<file path="src/rtl/gpio8_masked.sv">
module gpio8_masked #(
  parameter int W  = 8,
  parameter int AW = 12
) (
  input  logic          clk,
  input  logic          rst_n,
  input  logic          psel,
  input  logic          penable,
  input  logic          pwrite,
  input  logic [AW-1:0] paddr,
  input  logic [31:0]   pwdata,
  output logic [31:0]   prdata,
  input  logic [W-1:0]  pin_in,
  output logic [W-1:0]  pin_out,
  output logic [W-1:0]  pin_oe,
  output logic          irq
);
  localparam int MSB = W + 1;

  logic [W-1:0] out_q, dir_q, sense_q, both_q, pol_q, ien_q, edge_q;
  logic [W-1:0] s1_q, s2_q, prev_q;
  logic [W-1:0] rise, fall, hit, clr, raw, masked, mask, pin_val, wd;
  logic         wr, in_data, in_regs;
  logic [2:0]   rsel;

  assign wr      = psel & penable & pwrite;
  assign in_data = paddr[AW-1:MSB+1] == '0;
  assign in_regs = (paddr[AW-1:MSB+1] == 1) && (paddr[MSB:5] == '0);
  assign rsel    = paddr[4:2];
  assign mask    = paddr[MSB:2];
  assign wd      = pwdata[W-1:0];

  always_ff @(posedge clk or negedge rst_n)
    if (!rst_n) begin
      s1_q <= '0; s2_q <= '0; prev_q <= '0;
    end else begin
      s1_q <= pin_in; s2_q <= s1_q; prev_q <= s2_q;
    end

  assign rise = s2_q & ~prev_q;
  assign fall = ~s2_q & prev_q;
  assign hit  = ~sense_q & ((both_q & (rise | fall)) |
                            (~both_q & pol_q & rise) |
                            (~both_q & ~pol_q & fall));
  assign clr  = (wr && in_regs && rsel == 3'd7) ? wd : '0;

  always_ff @(posedge clk or negedge rst_n)
    if (!rst_n) begin
      out_q <= '0; dir_q <= '0; sense_q <= '0; both_q <= '0;
      pol_q <= '0; ien_q <= '0; edge_q <= '0;
    end else begin
      edge_q <= (edge_q & ~clr) | hit;
      if (wr && in_data) out_q <= (out_q & ~mask) | (wd & mask);
      if (wr && in_regs)
        case (rsel)
          3'd0: dir_q   <= wd;
          3'd1: sense_q <= wd;
          3'd2: both_q  <= wd;
          3'd3: pol_q   <= wd;
          3'd4: ien_q   <= wd;
          default: ;
        endcase
    end

  assign raw     = (sense_q & ~(s2_q ^ pol_q)) | (~sense_q & edge_q);
  assign masked  = raw & ien_q;
  assign irq     = |masked;
  assign pin_out = out_q;
  assign pin_oe  = dir_q;
  assign pin_val = (dir_q & out_q) | (~dir_q & s2_q);

  always_comb begin
    prdata = '0;
    if (psel) begin
      if (in_data) prdata[W-1:0] = pin_val & mask;
      else if (in_regs)
        case (rsel)
          3'd0: prdata[W-1:0] = dir_q;
          3'd1: prdata[W-1:0] = sense_q;
          3'd2: prdata[W-1:0] = both_q;
          3'd3: prdata[W-1:0] = pol_q;
          3'd4: prdata[W-1:0] = ien_q;
          3'd5: prdata[W-1:0] = raw;
          3'd6: prdata[W-1:0] = masked;
          default: ;
        endcase
    end
  end

  assert_dir_write_R4: assert property (@(posedge clk) disable iff (!rst_n)
    (wr && in_regs && rsel == 3'd0) |=> (pin_oe == $past(pwdata[W-1:0])));

  assert_mask_keep_R2: assert property (@(posedge clk) disable iff (!rst_n)
    (psel && penable && pwrite && in_data) |=>
      (((pin_out ^ $past(pin_out)) & ~$past(paddr[MSB:2])) == '0));

  assert_out_hold_R2: assert property (@(posedge clk) disable iff (!rst_n)
    !(psel && penable && pwrite) |=> $stable(pin_out));

  assert_latch_needs_edge_R6: assert property (@(posedge clk) disable iff (!rst_n)
    1'b1 |=> ((edge_q & ~$past(edge_q) & ~$past(s2_q ^ prev_q)) == '0));

  assert_irq_gated_R8: assert property (@(posedge clk) disable iff (!rst_n)
    (ien_q == '0) |-> !irq);
endmodule

</file>
<file path="config.mk">
export PLATFORM = sky130hd
export DESIGN_NAME = gpio8_masked
export DESIGN_NICKNAME = d
export VERILOG_FILES = /design/src/rtl/gpio8_masked.sv
export SDC_FILE = /design/constraint.sdc
export NUM_CORES = 1
export LEC_CHECK = 0
export ABC_CLOCK_PERIOD_IN_PS = 1650
export BUFFER_PORTS_ARGS = -buffer_cell sky130_fd_sc_hd__buf_2
export CAP_MARGIN = 25
export CORE_ASPECT_RATIO = 1.75
export CORE_MARGIN = 4
export CORE_UTILIZATION = 35
export DETAILED_ROUTE_END_ITERATION = 6
export GPL_TIMING_DRIVEN = 0
export PLACE_DENSITY_LB_ADDON = 0.12
export SLEW_MARGIN = 40
export SYNTH_ARGS = -nofsm -noshare
export SYNTH_HDL_FRONTEND = slang
export SYNTH_SLANG_ARGS = --single-unit
</file>
<file path="constraint.sdc">
create_clock -name clk -period 1.65 [get_ports clk]
set_input_delay 0.0825 -clock clk [delete_from_list [all_inputs] [get_ports clk]]
set_output_delay 0.0825 -clock clk [all_outputs]
set_load 0.05 [all_outputs]
</file>
# After elaboration in Yosys (flattened, before gate mapping)

Index checks and enable logic that the tools add are counted.

Equality and inequality tests: 8
Multiplexer cells: 5
Bitwise logic cells: 36
Reduce and logical (&&, ||, !) cells: 13

Operators by type and width:

| kind                 | number |
|---|---|
| $and A8 B8 Y8        | 17 |
| $not A8 Y8           | 9 |
| $or A8 B8 Y8         | 7 |
| $pmux W8 S7          | 1 |
| $mux W8              | 4 |
| $eq A3 B3 Y1 const B | 4 |
| $reduce_and A2 Y1    | 5 |
| $reduce_or A8 Y1     | 1 |
| $xor A8 B8 Y8        | 1 |
| $eq A3 B2 Y1 const B | 2 |
| $logic_not A5 Y1     | 1 |
| $logic_and A1 B1 Y1  | 4 |
| $eq A3 B1 Y1 const B | 1 |
| $logic_not A3 Y1     | 1 |
| $and A1 B1 Y1        | 2 |
| $eq A2 B1 Y1 const B | 1 |
| $logic_not A2 Y1     | 1 |

Bits in registers: 80
Bits of input ports: 57
Output and inout bits: 49
Word-level logic and storage cells: 72

# Logic depth before layout (Yosys ltp)

Gate-level depths: netlist of run 1.

Depth in word-level cells: 9
Mapped depth: 7
Gate-level depth less buffers: 6

# Worst setup path after synthesis of run 1

No wires, ideal clock.

Kind: input to output
From: in paddr[3]
To: out prdata[2]
Arrival time: 2.151 ns
Data required time: 1.567 ns
Setup slack: -0.584 ns
Stages: 5
Path buffers: 1
Cells stage by stage: clkbuf_1 > nor2_1 > a22oi_1 > o22a_1 > o21ai_0

Cells in the longest elaborated chain, start to end: 5
Elaborated cells on any way between the ends: 11
Those cells by class: 6 x eq/ne; 4 x mux; 1 x reduce/logical

Ends and longest elaborated chain:

| item                                       | RTL line | RTL |
|---|---|---|
| start, declared                            | 10       | `input logic [AW-1:0] paddr,` |
| $eq A3 B3 Y1, or another cell as far along | 77       | `case (rsel)` |
| $pmux W8 S7 (*)                            | 77       |  |
| $mux W8 (*)                                | 76       | `else if (in_regs)` |
| $mux W8 (*)                                | 75       | `if (in_data) prdata[W-1:0] = pin_val & mask;` |
| $mux W8 (*)                                | 74       | `if (psel) begin` |
| end, declared                              | 12       | `output logic [31:0] prdata,` |

Mark *: on every way between the ends. The rest lies on a longest branch, timed or not.

# Final worst setup path of run 1

From: reg sense_q[2]
To: out irq

Cells in the longest elaborated chain, start to end: 5
Elaborated cells on any way between the ends: 6
Those cells by class: 5 x bitwise; 1 x reduce/logical

Ends and longest elaborated chain:

| item                   | RTL line | RTL |
|---|---|---|
| start, declared        | 20       | `logic [W-1:0] out_q, dir_q, sense_q, both_q, pol_q, ien_q, edge_q;` |
| start signal, assigned | 57       | `3'd1: sense_q <= wd;` |
| $not A8 Y8             | 65       | `assign raw = (sense_q & ~(s2_q ^ pol_q)) \| (~sense_q & edge_q);` |
| $and A8 B8 Y8          | 65       |  |
| $or A8 B8 Y8 (*)       | 65       |  |
| $and A8 B8 Y8 (*)      | 66       | `assign masked = raw & ien_q;` |
| $reduce_or A8 Y1 (*)   | 67       | `assign irq = \|masked;` |
| end, declared          | 16       | `output logic irq` |

Marks and branches as above.

==> results.sh, run 1 <==
export IMPL_maxCapViolCount=0
export IMPL_violations="negative setup slack"
export IMPL_cp_data_required_time_ns=1.57
export IMPL_async_flop_share=1.000
export IMPL_port_buffers=53
export IMPL_cts_sinks=80
export IMPL_dr_pass1_iters=4
export IMPL_p_seq_frac=0.435
export IMPL_clk_pin_slew_ns=0.06
export IMPL_dp_hpwl_mm=8.215
export IMPL_setup_tns_ns=-0.9478
export IMPL_synth_cell_types=37
export IMPL_ctsLongestPathBuffers=2
export IMPL_gr_max_usage_layer="met2"
export IMPL_met2_usage=0.3124
export IMPL_io_pins=106
export IMPL_dieArea_um2=14050
export IMPL_gr_usage_met1=0.1791
export IMPL_start_kind="flop"
export IMPL_synth_common_cells="dfrtp_1, mux2_2, nand2_1, buf_4, o21ai_0"
export IMPL_p_leak_nw=2.750
export IMPL_wirelength_mm=11.44
export IMPL_endpoint_kind="primary output"
export IMPL_diodes=0
export IMPL_clock_skew_ns=0.004570
export IMPL_synth_top_area_share=0.4706
export IMPL_syn_inst=388
export IMPL_fp_dieW_um=91.34
export IMPL_finalHoldViolations=0
export IMPL_synth_top_flop_cell="dfrtp_1"
export IMPL_hold_path_class="in2reg"
export IMPL_vias=3308
export IMPL_tritoncts="done"
export IMPL_max_freq_ghz=0.5352
export IMPL_syn_avg_cell_area_um2=10.96
export IMPL_drc_errors=0
export IMPL_setup_viol=9
export IMPL_start_util=0.3564
export IMPL_wire_per_inst_um=17.60
export IMPL_tightest_slew_ns=0.6288
export IMPL_grt_pass1_wl_mm=17.95
export IMPL_yosys_area_top_type="dfrtp_1"
export IMPL_drtIter0Drc=131
export IMPL_finalCritPeriodShare=1.132
export IMPL_ir_worst_vdd_v=0.0005403
export IMPL_worstPathMaxFanout=4
export IMPL_grt_usage=0.1671
export IMPL_via_per_inst=5.089
export IMPL_yosys_cell_count_top_type="dfrtp_1"
export IMPL_synth_area_leaders="dfrtp_1, mux2_2, ha_1"
export IMPL_cts_made_buffers=9
export IMPL_core_area_um2=11940
export IMPL_nNetsFinal=581
export IMPL_setup_slack_ns=-0.2183
export IMPL_area_growth_synth_to_final_pct=31.71
export IMPL_die_h_um=153.8
export IMPL_antenna_left=0
export IMPL_worstPathArrival_ns=1.79
export IMPL_ctsRootBufferMaster="clkbuf_16"
export IMPL_fin_crit_ns=1.868
export IMPL_seq_area_frac_synth=0.4706
export IMPL_grt_pass1_vias=3459
export IMPL_antenna_found_initial=0
export IMPL_status="complete, but fails checks"
export IMPL_rows=53
export IMPL_h_tree_depth=3
export IMPL_grt_util_met3=0.03035
export IMPL_max_slew_margin_rel=0.5804
export IMPL_clockPowerShare=0.412
export IMPL_overflow=0
export IMPL_synth_cell_area_um2=4254
export IMPL_yosysWarnings=0
export IMPL_grt_max_degree=45
export IMPL_comb_power_share=0.153
export IMPL_internal_power_mw=3.441
export IMPL_rsz0062_at_grt="true"
export IMPL_clk_latency_ns=0.33
export IMPL_ys_ff_latch=80
export IMPL_layout_drive_gt1_share=0.4386
export IMPL_power_switching_share=0.2838
export IMPL_pre_cts_slack_ns=-0.7323
export IMPL_place_congestion=0.8265
export IMPL_synth_edf_count=0
export IMPL_whs_ns=0.08167
export IMPL_final_util=0.4694
export IMPL_p_switching_mw=1.364
export IMPL_powerDensity_nw_per_um2=857.5
export IMPL_slew_viol_final=0
export IMPL_worstSetupPathType="reg2out"
[power by group through the flow]
stage	sequential, mW	clock [mW]	combinational [mW]
3_5_place_dp	2.13	0	0.688
2_1_floorplan	2.25	0	0.333
6_report	2.09	1.98	0.735
4_1_cts	2.09	2.02	0.729
5_1_grt	2.10	2.10	0.790
3_3_place_gp	2.12	0	0.669
[cell families (layout without fill, tap and decap cells)]
logic type	Yosys count	in the layout	synth area share
compound gates	59	59	0.08412
xor+xnor	8	8	0.01647
fa+ha+maj	16	16	0.04706
buf+inv	50	152	0.06618
flops	80	80	0.4706
mux	66	66	0.1871
other cells	1	24	0.0008815
simple gates	108	108	0.1276
[placed cells by master (no fill, tap or decap), types with 7 or more instances in the layout]
master         synthesis  layout
dfrtp_2                0       8
clkbuf_16              0       9
dfrtp_1               80      72
o21ai_0               25      22
nor2_1                 9       7
nand3_1               15      15
buf_4                 25      50
nand2_1               50      48
buf_6                  0       9
dlygate4sd3_1          0       9
buf_2                  0      44
nor2b_1                7       7
mux2_2                57      57
xnor2_2                0       8
ha_1                  16      16
conb_1                 1      24
inv_1                 17      17
[layout make-up]
| type | instances | area, µm² |
|---|---|---|
| fill | 1171 | 6334 |
| multi-input combinational | 281 | 2220 |
| sequential | 80 | 2012 |
| timing repair buffer | 87 | 619.3 |
| clock buffer | 11 | 232.7 |
| buffer | 32 | 226.5 |
| tap | 137 | 171.4 |
| inverter | 17 | 63.81 |
| clock inverter | 5 | 57.56 |
[worst max-delay path, cell delays in order, from the launching register on]
cell	delay, ns
dfrtp_1	0.38
nand3b_1	0.13
nand2_1	0.08
a221o_1	0.30
nor3_2	0.19
nand4_1	0.17
buf_6	0.20
[sequential cells by signal (all words and copies together) (netlist names), named ones only]
name / count
ien_q: 8
edge_q: 8
pol_q: 8
prev_q: 8
both_q: 8
pin_oe: 8
sense_q: 8
s1_q: 8
s2_q: 8
[worst paths after layout]
check	cells after the start	from	slack (ns)	to
setup reg to reg	7	s2_q[1]$_DFF_PN0_	0.14	edge_q[1]$_DFF_PN0_
setup / recovery	6	sense_q[2]$_DFFE_PN0P_	-0.22	irq
max in group asynchronous	3	rst_n	0.87	pol_q[2]$_DFFE_PN0P_
hold / removal	2	pwdata[4]	0.08	sense_q[4]$_DFFE_PN0P_
hold reg to reg	0	s1_q[3]$_DFF_PN0_	0.35	s2_q[3]$_DFF_PN0_
min in group asynchronous	2	rst_n	0.21	s1_q[6]$_DFF_PN0_
[routing by layer]
layer	wire, µm	up-vias
met5	0	-
met4	491	0
met3	436	22
met2	6247	82
met1	4264	1636
li1	-	1568
[timing repair]
item,4_1_cts,5_1_grt
gates resized for setup,40,16
pin swaps,17,7
hold endpoints to repair,44,0
hold buffers,9,0
endpoints found under the setup margin,44,26
buffers inserted,19,4
[per-stage QoR]
stage | area (µm²) | instances | total power, mW
floorplan | 4355 | 411 | 2.587
global placement | 4792 | 601 | 2.791
detailed placement | 4841 | 603 | 2.815
CTS | 5509 | 646 | 4.844
global route | 5603 | 650 | 4.993
finish | 5603 | 650 | 4.804
(Power assumes the default switching activity.)
==> run 2, diff against run 1 <==
--- a/config.mk
+++ b/config.mk
@@ -5,12 +5,14 @@
 export SDC_FILE = /design/constraint.sdc
 export NUM_CORES = 1
 export LEC_CHECK = 0
+export ABC_AREA = 1
 export ABC_CLOCK_PERIOD_IN_PS = 1650
 export BUFFER_PORTS_ARGS = -buffer_cell sky130_fd_sc_hd__buf_2
 export CAP_MARGIN = 25
 export CORE_ASPECT_RATIO = 1.75
 export CORE_MARGIN = 4
 export CORE_UTILIZATION = 35
+export CTS_CLUSTER_SIZE = 25
 export DETAILED_ROUTE_END_ITERATION = 6
 export GPL_TIMING_DRIVEN = 0
 export PLACE_DENSITY_LB_ADDON = 0.12
==> results.sh, run 2 <==
export IMPL_rows=54
export IMPL_tritoncts="done"
export IMPL_drtIter0Drc=265
export IMPL_wire_per_inst_um=17.04
export IMPL_finalHoldViolations=0
export IMPL_multiInputGateArea_um2=2153
export IMPL_core_area_um2=12500
export IMPL_ctsLongestPathBuffers=2
export IMPL_diodes=0
export IMPL_start_util=0.3588
export IMPL_start_kind="flop"
export IMPL_setup_slack_ns=-0.08275
export IMPL_syn_avg_cell_area_um2=7.909
export IMPL_rsz0062_at_grt="true"
export IMPL_final_common_cell="nand2_1"
export IMPL_yosys_area_top_type="dfrtp_1"
export IMPL_synth_edf_count=0
export IMPL_muxShareOfSynthArea=0
export IMPL_powerDensity_nw_per_um2=891.8
export IMPL_antenna_found_initial=0
export IMPL_placed_cell_area_um2=5089
export IMPL_power_total_mw=5.243
export IMPL_h_tree_depth=3
export IMPL_setup_viol=7
export IMPL_violations="negative setup slack"
export IMPL_synth_top_family_by_area="simple AND/OR/NAND/NOR gates"
export IMPL_synth_top_area_share=0.4464
export IMPL_synth_xor_area_frac=0
export IMPL_syn_inst=567
export IMPL_synth_area_leaders="dfrtp_1, nand2_1, o21ai_0"
export IMPL_area_growth_synth_to_final_pct=31.11
export IMPL_cts_made_buffers=9
export IMPL_synth_cell_types=22
export IMPL_port_buffers=52
export IMPL_tightest_slew_ns=0.7002
export IMPL_worstPathArrival_ns=1.65
export IMPL_antenna_left=0
export IMPL_crit_top_cell="nand2_1"
export IMPL_design_area_um2=5879
export IMPL_slowest_delay_ns=0.42
export IMPL_ir_worst_vdd_v=0.0006256
export IMPL_worstPathMaxFanout=4
export IMPL_wirelength_mm=14.72
export IMPL_yosys_cell_count_top_type="nand2_1"
export IMPL_slowest_stage="dfrtp_1"
export IMPL_grt_usage=0.2033
export IMPL_ys_ff_latch=80
export IMPL_regArea_um2=2003
export IMPL_status="complete, but fails checks"
export IMPL_slew_viol_final=0
export IMPL_synth_cell_area_um2=4484
export IMPL_via_per_inst=5.013
export IMPL_seq_area_frac_synth=0.4464
export IMPL_grt_pass1_wl_mm=22.74
export IMPL_synth_top_flop_cell="dfrtp_1"
export IMPL_clock_skew_ns=0.004811
export IMPL_synth_fa_ha_area_frac=0.04464
export IMPL_synth_common_cells="nand2_1, dfrtp_1, o21ai_0, inv_1, nand3_1"
export IMPL_hold_path_class="in2reg"
export IMPL_grt_max_degree=45
export IMPL_crit_family="flip-flops"
export IMPL_p_leak_nw=2.962
export IMPL_die_h_um=157.7
export IMPL_dr_pass1_iters=6
export IMPL_cp_data_required_time_ns=1.57
export IMPL_clk_latency_ns=0.34
export IMPL_overflow=0
export IMPL_grt_pass1_vias=4303
export IMPL_place_congestion=0.9113
export IMPL_max_freq_ghz=0.5771
export IMPL_yosys_area_share_simple=0.2542
export IMPL_async_flop_share=1.000
export IMPL_synth_compound_area_frac=0.1350
export IMPL_ctsRootBufferMaster="clkbuf_16"
export IMPL_maxCapViolCount=0
export IMPL_worstSetupPathType="reg2out"
export IMPL_placed_cells=811
export IMPL_yosysWarnings=0
export IMPL_layout_drive_gt1_share=0.2917
export IMPL_vias=4331
export IMPL_cts_sinks=80
export IMPL_dieArea_um2=14760
export IMPL_dp_hpwl_mm=10.47
export IMPL_max_slew_margin_rel=0.5332
export IMPL_io_pins=106
export IMPL_crit_chain="inv_2 > nor2_2 > o21ai_2 > nand3_1 > nand2_1 > nand2_1 > a21oi_2 > buf_6"
export IMPL_clk_pin_slew_ns=0.06
export IMPL_whs_ns=0.03610
export IMPL_layout_common_cells="nand2_1, dfrtp_1, buf_4"
export IMPL_setup_tns_ns=-0.2878
export IMPL_drc_errors=0
export IMPL_fp_dieW_um=93.57
export IMPL_nNetsFinal=764
export IMPL_path_buf_inv=2
export IMPL_finalCritPeriodShare=1.050
export IMPL_fillers=1261
export IMPL_fin_crit_ns=1.733
export IMPL_fin_cells=864
export IMPL_endpoint_kind="primary output"
==> run 2: final cells by class <==
type                       count  share of cell area
multi-input combinational    409              0.3662
sequential                    80              0.3407
timing repair buffer          90              0.1094
buffer                        41             0.05235
clock buffer                  10             0.03894
inverter                      60             0.03831
tap                          168             0.03575
clock inverter                 6             0.01830
==> run 2: path summary, 6_finish.rpt <==
kind / startpoint / end / slack (ns) / cells after the start
hold / removal: pwdata[6] / both_q[6]$_DFFE_PN0P_ / 0.04 / 3
max in group asynchronous: rst_n / pol_q[2]$_DFFE_PN0P_ / 0.87 / 3
setup / recovery: s2_q[7]$_DFF_PN0_ / prdata[7] / -0.08 / 8
hold reg to reg: s1_q[5]$_DFF_PN0_ / s2_q[5]$_DFF_PN0_ / 0.35 / 0
setup reg to reg: s2_q[1]$_DFF_PN0_ / edge_q[1]$_DFF_PN0_ / 0.31 / 5
min in group asynchronous: rst_n / s1_q[7]$_DFF_PN0_ / 0.22 / 2
==> run 2: tightest hold or removal path: stages <==
cell and delay, ns:
buf_2 0.14, nand2_1 0.07, nand2_1 0.04
==> run 2: repair_timing <==
item / in CTS / in global routing
hold buffers: 9 / 0
setup buffers: 25 / 3
gates resized for setup: 45 / 25
pin swaps: 12 / 13
setup endpoints to repair: 9 / 9
hold endpoints to repair: 51 / 0
==> run 2: stage by stage <==
step,util,setup slack (ns)
CTS,0.4638,-0.08865
global placement,0.4048,-0.1812
floorplan,-,-0.1785
detailed placement,0.4071,-0.02247
finish,0.4704,-0.08275
global route,0.4704,-0.1630
==> run 2: kinds of logic after synthesis <==
kind of cell,Yosys count
other cells,1
fa+ha+maj,16
compound gates,113
flops,80
buf+inv,101
simple gates,256
==> run 2: layer usage <==
layer,wire [µm],track usage
met1,5798,0.2340
met2,7391,0.3526
met3,802,0.03376
met4,728,0.1178
met5,0,0
==> run 2: where the power goes <==
part           leakage, nW  internal (mW)  switching (mW)  total, mW
Combinational         1.90          0.257           0.615      0.872
Sequential           0.898           2.04          0.0561       2.09
Clock                0.162           1.47           0.806       2.28
Total                 2.96           3.77            1.48       5.24
==> run 3, diff against run 2 <==
==> constraint.sdc (replaced) <==
create_clock -name clk -period 1.65 [get_ports clk]
set_input_delay 0 -clock clk [delete_from_list [all_inputs] [get_ports clk]]
set_output_delay 0 -clock clk [all_outputs]
set_load 0.05 [all_outputs]
==> results.sh, run 3 (synthesized netlist as in run 2, its figures left out) <==
export IMPL_r2r_cells=5
export IMPL_io_pins=106
export IMPL_hold_path_class="in2reg"
export IMPL_ctsLongestPathBuffers=2
export IMPL_ir_worst_vdd_v=0.0006262
export IMPL_max_freq_ghz=0.5974
export IMPL_setup_slack_ns=-0.02405
export IMPL_gr_usage_met1=0.2396
export IMPL_grt_pass1_vias=4202
export IMPL_setup_viol=3
export IMPL_gr_max_usage_layer="met2"
export IMPL_h_tree_depth=3
export IMPL_drtIter0Drc=302
export IMPL_timing_rr_end="edge_q[6]$_DFF_PN0_"
export IMPL_layout_drive_gt1_share=0.2735
export IMPL_grt_util_met3=0.03138
export IMPL_reg2reg_setup_slack_ns=0.35
export IMPL_grt_usage=0.2014
export IMPL_status="complete, but fails checks"
export IMPL_placed_cell_area_um2=5089
export IMPL_diodes=0
export IMPL_endpoint_kind="primary output"
export IMPL_antenna_found_initial=0
export IMPL_finalHoldViolations=0
export IMPL_layout_common_cells="nand2_1, dfrtp_1, o21ai_0"
export IMPL_fp_dieW_um=93.57
export IMPL_port_buffers=52
export IMPL_start_kind="flop"
export IMPL_cp_data_required_time_ns=1.65
export IMPL_powerDensity_nw_per_um2=885.5
export IMPL_holdCritStartpoint="paddr[7]"
export IMPL_final_common_cell="nand2_1"
export IMPL_power_total_mw=5.255
export IMPL_worstPathArrival_ns=1.67
export IMPL_whs_ns=0.007478
export IMPL_clk_latency_ns=0.34
export IMPL_grt_pass1_wl_mm=22.53
export IMPL_core_area_um2=12500
export IMPL_final_util=0.4748
export IMPL_area_growth_synth_to_final_pct=32.34
export IMPL_r2r_start="s2_q[6]$_DFF_PN0_"
export IMPL_fin_crit_ns=1.674
export IMPL_place_congestion=0.9113
export IMPL_antenna_left=0
export IMPL_vias=4385
export IMPL_dp_hpwl_mm=10.47
export IMPL_dieArea_um2=14760
export IMPL_drc_errors=0
export IMPL_pre_cts_slack_ns=0.09033
export IMPL_violations="negative setup slack"
export IMPL_worstPathMaxFanout=3
export IMPL_via_per_inst=5.040
export IMPL_clock_skew_ns=0.003793
export IMPL_cts_made_buffers=9
export IMPL_rsz0062_at_grt="true"
export IMPL_wire_per_inst_um=17.06
export IMPL_cts_sinks=80
export IMPL_met2_usage=0.3447
export IMPL_start_util=0.3588
export IMPL_clk_pin_slew_ns=0.06
export IMPL_nNetsFinal=770
export IMPL_design_area_um2=5934
export IMPL_ctsRootBufferMaster="clkbuf_16"
export IMPL_overflow=0
export IMPL_worstSetupPathType="reg2out"
export IMPL_wirelength_mm=14.84
export IMPL_dr_pass1_iters=5
export IMPL_maxCapViolCount=0
export IMPL_tightest_slew_ns=0.7129
export IMPL_min_path_cells=3
export IMPL_p_leak_nw=2.978
export IMPL_max_slew_margin_rel=0.5247
export IMPL_finalCritPeriodShare=1.015
export IMPL_die_h_um=157.7
export IMPL_slew_viol_final=0
export IMPL_rows=54
export IMPL_tritoncts="done"
export IMPL_grt_max_degree=45
## run 3: cell types whose count changed in the layout (fill, tap and decap cells not counted), sizes merged
| cell | before | now |
|---|---|---|
| dlygate4sd3 | 9 | 20 |
| buf | 121 | 116 |
## run 3: per-layer routing
metal	share of wire	wire length, µm
met1	0.40	5910
met2	0.50	7363
met3	0.056	834
met4	0.049	734
met5	0	0
## run 3: power breakdown
group / internal [mW] / total, mW / switching [mW]
logic: 0.268 / 0.885 / 0.617
registers: 2.04 / 2.09 / 0.0571
clock network: 1.47 / 2.28 / 0.804
## run 3: metrics by stage
| step | cells | TNS [ns] |
|---|---|---|
| after global placement | 810 | -7.098 |
| after CTS | 857 | -0.02868 |
| final | 870 | -0.03627 |
| after detailed placement | 811 | 0 |
| after floorplan | 590 | -0.2743 |
| after global routing | 870 | -0.4648 |
## run 3: repair_timing
| action | CTS | global route |
|---|---|---|
| setup endpoints to repair | 9 | 9 |
| pin swaps | 4 | 15 |
| hold buffers | 20 | 0 |
| endpoints found under the hold margin | 133 | 0 |
| gates resized for setup | 27 | 33 |
| setup buffers | 10 | 13 |
## run 3: worst max path at each step
stage,from,end,slack [ns]
final,s2_q[7]$_DFF_PN0_,prdata[7],-0.02
after global routing,pol_q[1]$_DFFE_PN0P_,prdata[1],-0.11
after CTS,s2_q[7]$_DFF_PN0_,prdata[7],-0.02
after detailed placement,pol_q[7]$_DFFE_PN0P_,prdata[7],0.09
after global placement,rst_n,pin_oe[5]$_DFFE_PN0P_,-0.1
after floorplan,flop,prdata[4],-0.1
## run 3: worst max-delay path: stages (launching register included)
cell	delay (ns)
dfrtp_1	0.41
inv_2	0.09
nor2_2	0.04
o21ai_2	0.18
nand3_1	0.10
nand2_1	0.09
nand2_1	0.06
a21oi_2	0.19
buf_6	0.18
## run 3: layout make-up
cell class                 instances  area [µm²]
clock buffer                      10       229.0
timing repair buffer              96       715.7
multi-input combinational        409        2136
clock inverter                     6       107.6
fill                            1250        6565
sequential                        80        2003
inverter                          60       225.2
tap                              168       210.2
buffer                            41       307.8
